`src/rtl/adcdmx_pkg.sv`:
```
package adcdmx_pkg;
   typedef enum logic {
      PORT_A = 1'b0,
      PORT_B = 1'b1
   } adcdmx_port_e;
endpackage

```
`src/rtl/adcdmx_code_map.sv`:
```
module adcdmx_code_map #(
   parameter int unsigned W = 10
) (
   input  logic [W-1:0] raw_code,
   input  logic         raw_over,
   input  logic         raw_under,
   input  logic         fmt_tc,
   output logic [W-1:0] out_code,
   output logic         out_ovr
);
   localparam logic [W-1:0] CODE_MAX = {W{1'b1}};
   localparam logic [W-1:0] CODE_MIN = {W{1'b0}};

   logic [W-1:0] sat_code;

   always_comb begin
      if (raw_over)       sat_code = CODE_MAX;
      else if (raw_under) sat_code = CODE_MIN;
      else                sat_code = raw_code;
      out_code = sat_code;
      if (fmt_tc) out_code[W-1] = ~sat_code[W-1];
      out_ovr = raw_over | raw_under;
   end
endmodule

```
`src/rtl/adcdmx_sync_ctl.sv`:
```
module adcdmx_sync_ctl
   import adcdmx_pkg::*;
(
   input  logic         clk,
   input  logic         rst,
   input  logic         sync_in,
   output adcdmx_port_e cur_port,
   output logic         cur_valid
);
   logic         sync_q;
   adcdmx_port_e port_q;
   logic         sync_fall;

   assign sync_fall = sync_q & ~sync_in;
   assign cur_port  = sync_fall ? PORT_B : ((port_q == PORT_A) ? PORT_B : PORT_A);
   assign cur_valid = ~sync_in;

   always_ff @(posedge clk) begin
      if (rst) begin
         sync_q <= 1'b0;
         port_q <= PORT_A;
      end else begin
         sync_q <= sync_in;
         port_q <= cur_port;
      end
   end
endmodule

```
`src/rtl/adcdmx_delay_line.sv`:
```
module adcdmx_delay_line
   import adcdmx_pkg::*;
#(
   parameter int unsigned W     = 10,
   parameter int unsigned DEPTH = 7
) (
   input  logic         clk,
   input  logic         rst,
   input  logic [W-1:0] in_code,
   input  logic         in_ovr,
   input  adcdmx_port_e in_port,
   input  logic         in_valid,
   output logic [W-1:0] tapn_code,
   output logic         tapn_ovr,
   output adcdmx_port_e tapn_port,
   output logic         tapn_valid,
   output logic [W-1:0] tapl_code,
   output logic         tapl_ovr,
   output adcdmx_port_e tapl_port,
   output logic         tapl_valid
);
   localparam int unsigned NEAR = DEPTH - 1;

   logic [W-1:0] st_code  [1:DEPTH];
   logic         st_ovr   [1:DEPTH];
   adcdmx_port_e st_port  [1:DEPTH];
   logic         st_valid [1:DEPTH];

   for (genvar g = 1; g <= DEPTH; g++) begin : g_stage
      if (g == 1) begin : g_head
         always_ff @(posedge clk) begin
            if (rst) st_valid[g] <= 1'b0;
            else     st_valid[g] <= in_valid;
            st_code[g] <= in_code;
            st_ovr[g]  <= in_ovr;
            st_port[g] <= in_port;
         end
      end else begin : g_body
         always_ff @(posedge clk) begin
            if (rst) st_valid[g] <= 1'b0;
            else     st_valid[g] <= st_valid[g-1];
            st_code[g] <= st_code[g-1];
            st_ovr[g]  <= st_ovr[g-1];
            st_port[g] <= st_port[g-1];
         end
      end
   end

   assign tapn_code  = st_code[NEAR];
   assign tapn_ovr   = st_ovr[NEAR];
   assign tapn_port  = st_port[NEAR];
   assign tapn_valid = st_valid[NEAR];
   assign tapl_code  = st_code[DEPTH];
   assign tapl_ovr   = st_ovr[DEPTH];
   assign tapl_port  = st_port[DEPTH];
   assign tapl_valid = st_valid[DEPTH];
endmodule

```
`src/rtl/adcdmx_port_out.sv`:
```
module adcdmx_port_out
   import adcdmx_pkg::*;
#(
   parameter int unsigned W = 10
) (
   input  logic         clk,
   input  logic         rst,
   input  logic         hold,
   input  logic         ilv_mode,
   input  logic [W-1:0] tapn_code,
   input  logic         tapn_ovr,
   input  adcdmx_port_e tapn_port,
   input  logic         tapn_valid,
   input  logic [W-1:0] tapl_code,
   input  logic         tapl_ovr,
   input  adcdmx_port_e tapl_port,
   input  logic         tapl_valid,
   output logic [W-1:0] porta_data,
   output logic         porta_ovr,
   output logic [W-1:0] portb_data,
   output logic         portb_ovr,
   output logic         dclk_out
);
   logic [W-1:0] a_code;
   logic         a_ovr;
   logic         a_load;
   logic         b_load;
   logic         clk_run;

   always_comb begin
      if (ilv_mode) begin
         a_code = tapn_code;
         a_ovr  = tapn_ovr;
         a_load = tapn_valid && (tapn_port == PORT_A);
      end else begin
         a_code = tapl_code;
         a_ovr  = tapl_ovr;
         a_load = tapl_valid && (tapl_port == PORT_A);
      end
      b_load = tapn_valid && (tapn_port == PORT_B);
   end

   always_ff @(posedge clk) begin
      if (rst) begin
         porta_data <= '0;
         porta_ovr  <= 1'b0;
         portb_data <= '0;
         portb_ovr  <= 1'b0;
         dclk_out   <= 1'b0;
         clk_run    <= 1'b0;
      end else if (!hold) begin
         if (a_load) begin
            porta_data <= a_code;
            porta_ovr  <= a_ovr;
         end
         if (b_load) begin
            portb_data <= tapn_code;
            portb_ovr  <= tapn_ovr;
         end
         if (b_load)       dclk_out <= 1'b1;
         else if (clk_run) dclk_out <= ~dclk_out;
         clk_run <= clk_run | b_load;
      end
   end
endmodule

```
`src/rtl/adc_dual_port_demux.sv`:
```
module adc_dual_port_demux
   import adcdmx_pkg::*;
#(
   parameter int unsigned W   = 10,
   parameter int unsigned LAT = 6
) (
   input  logic         clk,
   input  logic         rst,
   input  logic [W-1:0] samp_code,
   input  logic         samp_over,
   input  logic         samp_under,
   input  logic         sync_in,
   input  logic         ilv_mode,
   input  logic         fmt_tc,
   output logic [W-1:0] porta_data,
   output logic         porta_ovr,
   output logic [W-1:0] portb_data,
   output logic         portb_ovr,
   output logic         dclk_out
);
   localparam int unsigned DEPTH = LAT + 1;

   if (W < 2) begin : g_bad_width
      $error("adc_dual_port_demux: W must be at least 2");
   end
   if (LAT < 2) begin : g_bad_latency
      $error("adc_dual_port_demux: LAT must be at least 2");
   end

   logic [W-1:0] map_code;
   logic         map_ovr;
   adcdmx_port_e cur_port;
   logic         cur_valid;
   logic [W-1:0] tapn_code, tapl_code;
   logic         tapn_ovr, tapl_ovr;
   adcdmx_port_e tapn_port, tapl_port;
   logic         tapn_valid, tapl_valid;

   adcdmx_code_map #(.W(W)) u_map (
      .raw_code (samp_code),
      .raw_over (samp_over),
      .raw_under(samp_under),
      .fmt_tc   (fmt_tc),
      .out_code (map_code),
      .out_ovr  (map_ovr)
   );

   adcdmx_sync_ctl u_sync (
      .clk      (clk),
      .rst      (rst),
      .sync_in  (sync_in),
      .cur_port (cur_port),
      .cur_valid(cur_valid)
   );

   adcdmx_delay_line #(.W(W), .DEPTH(DEPTH)) u_dly (
      .clk       (clk),
      .rst       (rst),
      .in_code   (map_code),
      .in_ovr    (map_ovr),
      .in_port   (cur_port),
      .in_valid  (cur_valid),
      .tapn_code (tapn_code),
      .tapn_ovr  (tapn_ovr),
      .tapn_port (tapn_port),
      .tapn_valid(tapn_valid),
      .tapl_code (tapl_code),
      .tapl_ovr  (tapl_ovr),
      .tapl_port (tapl_port),
      .tapl_valid(tapl_valid)
   );

   adcdmx_port_out #(.W(W)) u_out (
      .clk       (clk),
      .rst       (rst),
      .hold      (sync_in),
      .ilv_mode  (ilv_mode),
      .tapn_code (tapn_code),
      .tapn_ovr  (tapn_ovr),
      .tapn_port (tapn_port),
      .tapn_valid(tapn_valid),
      .tapl_code (tapl_code),
      .tapl_ovr  (tapl_ovr),
      .tapl_port (tapl_port),
      .tapl_valid(tapl_valid),
      .porta_data(porta_data),
      .porta_ovr (porta_ovr),
      .portb_data(portb_data),
      .portb_ovr (portb_ovr),
      .dclk_out  (dclk_out)
   );
endmodule

```
`config.mk`:
```
export PLATFORM = sky130hd
export DESIGN_NAME = adc_dual_port_demux
export DESIGN_NICKNAME = d
export VERILOG_FILES = /design/src/rtl/adcdmx_pkg.sv /design/src/rtl/adcdmx_code_map.sv /design/src/rtl/adcdmx_sync_ctl.sv /design/src/rtl/adcdmx_delay_line.sv /design/src/rtl/adcdmx_port_out.sv /design/src/rtl/adc_dual_port_demux.sv
export SDC_FILE = /design/constraint.sdc
export NUM_CORES = 1
export LEC_CHECK = 0
export BUFFER_PORTS_ARGS = -buffer_cell sky130_fd_sc_hd__buf_2
export CORE_UTILIZATION = 43
export DETAILED_ROUTE_END_ITERATION = 8
export GPL_TIMING_DRIVEN = 1
export PLACE_DENSITY_LB_ADDON = 0.1
export SYNTH_ARGS = -nofsm -noshare
export SYNTH_HDL_FRONTEND = slang
export SYNTH_SLANG_ARGS = --single-unit
```
`constraint.sdc`:
```
create_clock -name clk -period 2.5 [get_ports clk]
set_input_delay 0 -clock clk [delete_from_list [all_inputs] [get_ports clk]]
set_output_delay 0 -clock clk [all_outputs]
set_load 0.02 [all_outputs]
```
==> impl_metrics.tcl <==
set metrics [dict create \
    antenna_found_initial 0 \
    period_share_pct 54.7 \
    n_fill_cell 552 \
    hp-class "input pin to register" \
    path_cells "dlygate4sd3_1 > buf_2 > nor4b_4 > nor3_1 > a211oi_1" \
    clkLatencyLatePin_ns 0.51 \
    worstPathArrival_ns 1.77 \
    grt_use_total_pct 15.5 \
    yosys.area.top_type "dfxtp_1" \
    cts.repair.resized 0 \
    die_h_um 87.9 \
    placed_area_um2 3400 \
    ant_nets 0 \
    syn_inst 243 \
    multi_input_area_um2 729 \
    cts_tree "yes" \
    routed_wl_mm 5.08 \
    syn2layout_area_growth_pct 34.5 \
    place_hpwl_mm 2.75 \
    seq_area_um2 2340 \
    min_path_cells 2 \
    r2r_setup_slack_ns 1.16 \
    fmax_mhz 732 \
    syn-cell-area_um2 3170 \
    vias 1863 \
    clock_sinks 117 \
    first_global_vias 1824 \
    synth_xor_area_share_pct 0.552 \
    worstPathMaxFanout 19 \
    viasPerCell 4.43 \
    ff2ff_path_depth 3 \
    coreArea_um2 6940 \
    hold_viol_final 0 \
    synthAdderAreaFrac_pct 0 \
    portBuffers 39 \
    wl_per_cell_um 12.1 \
    end_kind "register" \
    synth_nets 260 \
    period_needed_ns 1.37 \
    synthTopCellsByArea "dfxtp_1 (74%), a211oi_2 (3.9%), nor2b_1 (3.2%), a211oi_1 (2.8%), nand2_1 (2.6%)" \
    dieArea_um2 7720 \
    die_w_um 87.9 \
    syn_avg_cell_area_um2 13.1 \
    hold_path_startpoint "rst" \
    cp_slowest_cell "nor4b_4" \
    io_pins 40 \
    final_net_count 329 \
    cap_violations 0 \
    path_buf_inv 2 \
    std_cell_rows 30 \
    worstPathRequired_ns 2.91 \
    regToRegEndpoint "u_out.porta_data[9]" \
    power.total_mw 4.61 \
    relSlewSlack_pct 51.9 \
    cts.clk_slew.worst_paths_ns 0.05 \
    clock_skew_ns 0.00509 \
    final_area_um2 4270 \
    drive_gt1_share_pct 26.2 \
    dr.first_iter.drc_count 77 \
    ctsHtreeMaxLevel 4 \
    rsz0062_at_grt "false" \
    leakagePower_nw 1.77 \
    gp_congestion 0.690 \
    critPathKind "input pin to register" \
    tightest_slew_ns 0.722 \
    slew_viol_final 0 \
    start_util_pct 45.7 \
    synth_top_area_share_pct 73.8 \
    diodes 0 \
    seq_area_frac_synth_pct 73.8 \
    worst_path_largest_cell_delay_ns 0.65 \
    root_buffer "clkbuf_8" \
    synth_compound_area_share_pct 11.3 \
    grt_overflow_total 0 \
    path_delay_family "buffers and inverters" \
    r2r-start "u_dly.st_port[7]" \
    ys_seq_elements 117 \
    status "completed" \
    ys_types 27 \
    fin_tns_setup_ns 0 \
    grt_pass1_wl_mm 8.41 \
    setup_viol 0 \
    synth_top_family_by_area "compound AO/OA/AOI/OAI gates" \
    critPathLaunchType "input pin" \
    synthSimpleGateAreaFrac_pct 11.2 \
    grt_start_max_net_pins 34 \
    cts_buffers 17 \
    ys_warn_count 0 \
    dr.pass1.iters 4 \
    powerDensity_nw_per_um2 1080 \
    ir_drop_mv 0.594 \
    synth_mux_area_share_pct 0 \
    min_delay_worst_endpoint "u_dly.st_valid[7]" \
    drcViolationCount 0 \
    clk_path_buf_depth 2 \
]
-- power breakdown --
part,internal (mW),switching [mW]
Combinational,0.0615,0.0501
Clock,1.70,0.808
Sequential,1.97,0.0278
-- Yosys cell counts --
| master | n |
|---|---|
| a211oi_2 | 10 |
| buf_2 | 2 |
| nor3_1 | 11 |
| inv_2 | 1 |
| and2b_4 | 1 |
| nor4b_4 | 1 |
| nor2b_1 | 16 |
| inv_1 | 1 |
| a21o_1 | 9 |
| dfxtp_1 | 117 |
| clkbuf_1 | 3 |
| or2_2 | 1 |
| nand2b_1 | 1 |
| and2b_1 | 3 |
| buf_1 | 2 |
| o21ai_0 | 1 |
| nor2_1 | 3 |
| nand3b_1 | 2 |
| and4bb_1 | 1 |
| a211oi_1 | 12 |
| a21oi_1 | 13 |
| buf_6 | 5 |
| buf_4 | 1 |
| o21ai_1 | 1 |
| xnor2_1 | 2 |
| and3b_1 | 1 |
| nand2_1 | 22 |
-- placed cells by master (no fill, tap or decap), types with 9 or more instances in the layout --
cell	count
nor2b_1	16
buf_2	39
nor3_1	11
a211oi_2	10
a21o_1	9
nand2_1	22
a21oi_1	13
dfxtp_1	117
dlygate4sd3_1	23
clkbuf_16	16
a211oi_1	12
-- logic make-up after synthesis --
logic type | count (synthesis)
and+or+nand+nor | 63
AOI/OAI and AO/OA | 46
buffers and inverters | 15
xor gates and xnor gates | 2
DFF | 117
-- cell type report --
| class | count | share of cell area (%) |
|---|---|---|
| Sequential cell | 117 | 54.9 |
| Multi-Input combinational cell | 111 | 17.1 |
| Clock buffer | 21 | 10.8 |
| Timing Repair Buffer | 63 | 10.1 |
| Clock inverter | 11 | 4.08 |
| Tap cell | 96 | 2.82 |
| Inverter | 2 | 0.176 |
-- stage by stage --
| step | std cells | utilization, % | hold slack (ns) | setup slack [ns] |
|---|---|---|---|---|
| 3_3_place_gp | 366 | 49.0 | 0.197 | 1.17 |
| 5_1_grt | 421 | 61.4 | 0.0586 | 0.987 |
| 6_report | 421 | 61.4 | 0.0335 | 1.13 |
| 3_5_place_dp | 366 | 49.0 | 0.200 | 1.12 |
| 2_1_floorplan | 243 | - | 0.0716 | 1.45 |
| 4_1_cts | 421 | 61.4 | 0.0193 | 1.13 |
-- what timing repair did --
| item | in CTS | in global routing |
|---|---|---|
| endpoints found under the hold margin | 13 | 0 |
| buffers inserted | 0 | 0 |
| hold buffers | 23 | 0 |
-- worst max path at each step --
stage               cells past startpoint        startpoint                  end
floorplan                               4  u_dly.st_port[6]  u_out.porta_data[3]
global placement                        4          ilv_mode  u_out.porta_data[5]
detailed placement                      4          ilv_mode  u_out.porta_data[9]
CTS                                     5           sync_in  u_out.porta_data[9]
global route                            5           sync_in  u_out.porta_data[9]
finish                                  5           sync_in  u_out.porta_data[9]
-- worst reg2reg max path, cell delays in order, from the launching register on --
cell	delay, ns
dfxtp_1	0.33
nor4b_4	0.56
nor3_1	0.10
a211oi_1	0.25
-- registers in the layout (all words and copies together) (netlist names) --
register / count
u_dly.st_code: 70
u_out.porta_data: 10
u_out.portb_data: 10
u_dly.st_ovr: 7
u_dly.st_port: 7
u_dly.st_valid: 7
u_out.clk_run: 1
u_out.dclk_out: 1
u_out.porta_ovr: 1
u_out.portb_ovr: 1
u_sync.port_q: 1
u_sync.sync_q: 1
-- per-layer routing --
layer	wire, um	GRT usage, %	vias up
met5	0	0	-
met4	88	10.3	0
met3	262	7.45	8
met2	2500	25.2	43
met1	2230	15.8	853
li1	-	-	959
No activity file was read; power rests on OpenSTA's default activity.
